==> src/rtl/hazard_gate.sv <==
module hazard_gate #(
  parameter int REG_AW = 5,
  parameter int DATA_W = 32
) (
  input  logic [REG_AW-1:0] id_rs,
  input  logic [REG_AW-1:0] id_rt,
  input  logic              id_branch,
  input  logic [DATA_W-1:0] id_opa,
  input  logic [DATA_W-1:0] id_opb,
  input  logic [REG_AW-1:0] ex_rd,
  input  logic              ex_memread,
  input  logic              ex_regwrite,
  input  logic [REG_AW-1:0] mem_rd,
  input  logic              mem_memread,
  output logic              pc_we,
  output logic              ifid_we,
  output logic              ctrl_zero,
  output logic              if_flush
);

  localparam logic [REG_AW-1:0] ZERO_REG = '0;

  logic ex_hit, mem_hit;
  logic load_use, br_on_alu, br_on_load;
  logic stall, same;

  assign ex_hit  = (ex_rd  != ZERO_REG) && (ex_rd  == id_rs || ex_rd  == id_rt);
  assign mem_hit = (mem_rd != ZERO_REG) && (mem_rd == id_rs || mem_rd == id_rt);

  assign load_use   = ex_memread && ex_hit;
  assign br_on_alu  = id_branch && ex_regwrite && ex_hit;
  assign br_on_load = id_branch && mem_memread && mem_hit;
  assign stall      = load_use || br_on_alu || br_on_load;

  assign same = ~|(id_opa ^ id_opb);

  assign pc_we     = ~stall;
  assign ifid_we   = ~stall;
  assign ctrl_zero = stall;
  assign if_flush  = id_branch && same && !stall;

  always_comb begin
    a_r2_hold_pair: assert (pc_we == ifid_we);
    a_r3_bubble_with_hold: assert (ctrl_zero == !pc_we);
    if (ex_rd == ZERO_REG && mem_rd == ZERO_REG)
      a_r7_zero_dest_quiet: assert (pc_we && !ctrl_zero);
    if (ctrl_zero)
      a_r9_stall_beats_flush: assert (!if_flush);
    if (if_flush)
      a_r10_flush_needs_equal_branch: assert (id_branch && id_opa == id_opb);
    if (ex_memread && ex_rd != ZERO_REG && ex_rd == id_rs)
      a_r1_load_use_holds: assert (!pc_we);
  end

endmodule

==> config.mk <==
export PLATFORM = sky130hd
export DESIGN_NAME = hazard_gate
export DESIGN_NICKNAME = d
export VERILOG_FILES = /design/src/rtl/hazard_gate.sv
export SDC_FILE = /design/constraint.sdc
export NUM_CORES = 1
export LEC_CHECK = 0
export BUFFER_PORTS_ARGS = -buffer_cell sky130_fd_sc_hd__buf_2
export CAP_MARGIN = 20
export CORE_MARGIN = 3
export CORE_UTILIZATION = 32
export DETAILED_ROUTE_END_ITERATION = 8
export GPL_TIMING_DRIVEN = 0
export PLACE_DENSITY_LB_ADDON = 0.2
export SLEW_MARGIN = 20
export SYNTH_ARGS = -nofsm -noshare
export SYNTH_HDL_FRONTEND = slang
export SYNTH_SLANG_ARGS = --single-unit
==> constraint.sdc <==
create_clock -name vclk -period 1.3
set_input_delay 0.065 -clock vclk [all_inputs]
set_output_delay 0.065 -clock vclk [all_outputs]
set_load 0.02 [all_outputs]
* After elaboration in Yosys (flattened, before gate mapping)
Index checks and enable logic that the tools add are counted.
Widths: inputs -> output; s select.
** Storage, ports and cells
- Bits in registers :: 0
- Bits of input ports :: 88
- Output and inout bits :: 4
** Operators by class
- Equality and inequality tests :: 4
- Bitwise operators :: 2
- Reduce and logical (&&, ||, !) cells :: 18
** Operators with widths (count)
- $reduce_or 32->1 :: 1
- $xor 32x32->32 :: 1
- $eq 5x5->1 :: 4
- $reduce_bool 5->1 :: 2
- $logic_and 1x1->1 :: 9
- $logic_or 1x1->1 :: 4
- $logic_not 1->1 :: 2
- $not 1->1 :: 1

* Logic depth before layout (Yosys ltp)
- Depth in word-level cells :: 8
- Depth in mapped cells :: 5
- Gate-level depth less buffers :: 5

* Least setup slack after synthesis
Ideal clock, no wire load.
- Path kind :: input port to output port
- Start point :: in mem_rd[0]
- End point :: out if_flush
- Data arrival time :: 1.373 ns
- Data required time :: 1.235 ns
- Path slack :: -0.138 ns
- Stages :: 4
- Path buffers :: 0
- Cells stage by stage :: or3_1 o311a_1 a22oi_2 and3_1
** On the way
- Longest elaborated chain between the ends :: 7
- Elaborated cells between the ends (all ways) :: 9
** Ends and longest elaborated chain
- from (decl) :: RTL line 13 : input logic [REG_AW-1:0] mem_rd,
- $eq 5x5->1 :: RTL line 28 : assign mem_hit = (mem_rd != ZERO_REG) && (mem_rd == id_rs || mem_rd == id_rt);
- $logic_or 1x1->1 :: RTL line 28
- $logic_and 1x1->1 * :: RTL line 28
- $logic_and 1x1->1 * :: RTL line 32 : assign br_on_load = id_branch && mem_memread && mem_hit;
- $logic_or 1x1->1 * :: RTL line 33 : assign stall = load_use || br_on_alu || br_on_load;
- $logic_not 1->1 * :: RTL line 40 : assign if_flush = id_branch && same && !stall;
- $logic_and 1x1->1 * :: RTL line 40
- to (decl) :: RTL line 18 : output logic if_flush
Every way passes the cells marked *; elsewhere a longest branch is shown, timed or not.

* Worst setup path in the final report
Ends and elaborated chain as after synthesis.

==> metrics.md <==
| Metric | Value |
|---|---|
| Status | finished with violations |
| Failing checks | negative setup slack |
| Initial antenna violation count | 0 |
| Hold_ws | 595 ps |
| Hold EP | if_flush |
| Syn_nets | 172 |
| CP arrival | 1350 ps |
| Post-Syn Instances | 84 |
| Synth warn | 0 |
| Area growth syn-to-layout | 84.0% |
| DRT Pass-1 Iters | 2 |
| First-pass GRT wire length | 3220 µm |
| Top cells by area, synth | xnor2_1, xor2_1, nor4_1 |
| Max Slew Vio Count | 0 |
| Post-DR vias/cell | 4.52 |
| Die Height | 50.7 µm |
| Full die area | 2570 µm² |
| Post-Layout Inst Area | 1180 µm² |
| Req. time, crit path | 1240 ps |
| Worst VDD drop | 178 µV |
| Ports | 92 |
| Core Area | 1800 µm² |
| Top-count cell post-synth | xnor2_1 |
| Ant. Diodes | 0 |
| Final setup violation count | 2 |
| Hold depth | 5 |
| Post-synth cell types | 17 |
| Placed inst area | 1140 µm² |
| Layout cell share with drive strength beyond 1 | 0.554 |
| Starting DRT DRC Count | 1 |
| Total negative setup slack | -162 ps |
| Largest net degree at the start of global routing | 5 |
| Period utilization | 1.09 |
| Standard-cell rows | 15 |
| Via count | 914 |
| Synth top area share | 0.437 |
| Nets | 267 |
| Clkbuf count | 0 |
| Post-synth top cells | xnor2_1, xor2_1, nand3_1 |
| HPWL after DPL | 2050 µm |
| Final Wtd Congestion | 0.762 |
| RSZ-0062 raised after global routing | yes |
| Seq Cell Count | 0 |
| Slew @ Worst Pin | 273 ps |
| Crit. End Element | output pin |
| Port bufs | 92 |
| CTS Hold Buffers Added | 0 |
| GRT Total Usage | 0.153 |
| Seq/Total Area, Yosys | 0 |
| Routed len/inst | 11.0 µm |
| Worst-path fanout max | 4 |
| Power per standard cell area | 314 nW/µm² |
| Non-Filler Instances | 202 |
| CP Launch Type | primary input |
| Drt total wl | 2220 µm |
| Grt total ovfl | 0 |
| Die X | 50.7 µm |
| Post-route minimum period | 1420 ps |
| Max_cap viols | 0 |
| Worst min-delay path class | in -> out |
| Initial Util | 0.356 |
| Crit Path Category | in -> out |
| Fmax | 0.707 GHz |
| Synthesized area | 641 µm² |
| Fin. Hold Viols | 0 |
| Max_slew headroom | 0.816 |
| Worst Hold Launch | id_branch |
| Final WS setup | -115 ps |
| Residual DRC | 0 |
| ANT nets after route | 0 |
| Post-synth top area cell | xnor2_1 |
| Total Power Consumption | 0.370 mW |
| Vias in the first global route | 841 |
| Syn Area/Cell | 7.63 µm² |
| Sequential Area | 0 µm² |
| Cells after DPL | 201 |
| Leakage | 0.579 nW |
cell type report:
class              instances  area, µm²
plain buffers              1       7.51
fillers                  189        623
inverters                  1       3.75
multi-input cells         82        639
well taps                 25       31.3
repair buffers            93        497
cell families after synthesis:
family,share of synthesized area
buf+inv,0.0176
simple gates,0.195
xor+xnor,0.711
compound gates,0.0762
worst max-delay path by stage:
stage               slack, ps        to       from  cells after the start
floorplan                 -80  if_flush  mem_rd[0]                      4
global placement         -210  if_flush  mem_rd[0]                      6
detailed placement       -220  if_flush  mem_rd[0]                      6
CTS                      -170  if_flush  mem_rd[0]                      6
global route             -190  if_flush  mem_rd[0]                      6
finish                   -120  if_flush  mem_rd[0]                      6
report_power, final:
part | internal (mW) | switching, mW | leakage, nW
Sequential | 0 | 0 | 0
Clock | 0 | 0 | 0
Combinational | 0.218 | 0.152 | 0.579
routing by layer:
layer  vias to the layer above  global-route usage  routed length (µm)
met5                         -                   0                   0
met4                         0              0.0179                  14
met3                         2              0.0178                 201
met2                        42               0.341                1320
met1                       396               0.146                 686
li1                        474                   -                   -
stage by stage:
stage                     setup WS [ps]   util
after floorplan                   -80.0      -
after global placement             -211  0.631
after detailed placement           -215  0.631
after CTS                          -170  0.651
after global routing               -187  0.654
final                              -115  0.654
placed cells by master, fill, tap and decap left out:
cell     count
a21oi_1      1
xnor2_1     32
a22oi_2      1
o22ai_1      2
nor3_1       2
buf_4        2
or3_4        1
buf_2       88
nor2_1       2
inv_1        1
xor2_1      20
nand4_1      3
nand3_1      6
buf_6        3
nor4_1       5
and3_4       1
a21oi_2      1
buf_8        1
nand2_1      4
o311a_1      1
worst max-delay path, stage by stage:
cell	delay, ps
buf_8	90
or3_4	370
o311a_1	300
a22oi_2	190
and3_4	220
buf_6	110
what timing repair did:
action / CTS / global route
pin swaps: 2 / 2
setup endpoints to repair: 4 / 4
setup buffers: 1 / 0
resized for setup: 8 / 1
No activity file was read; power rests on OpenSTA's default activity.
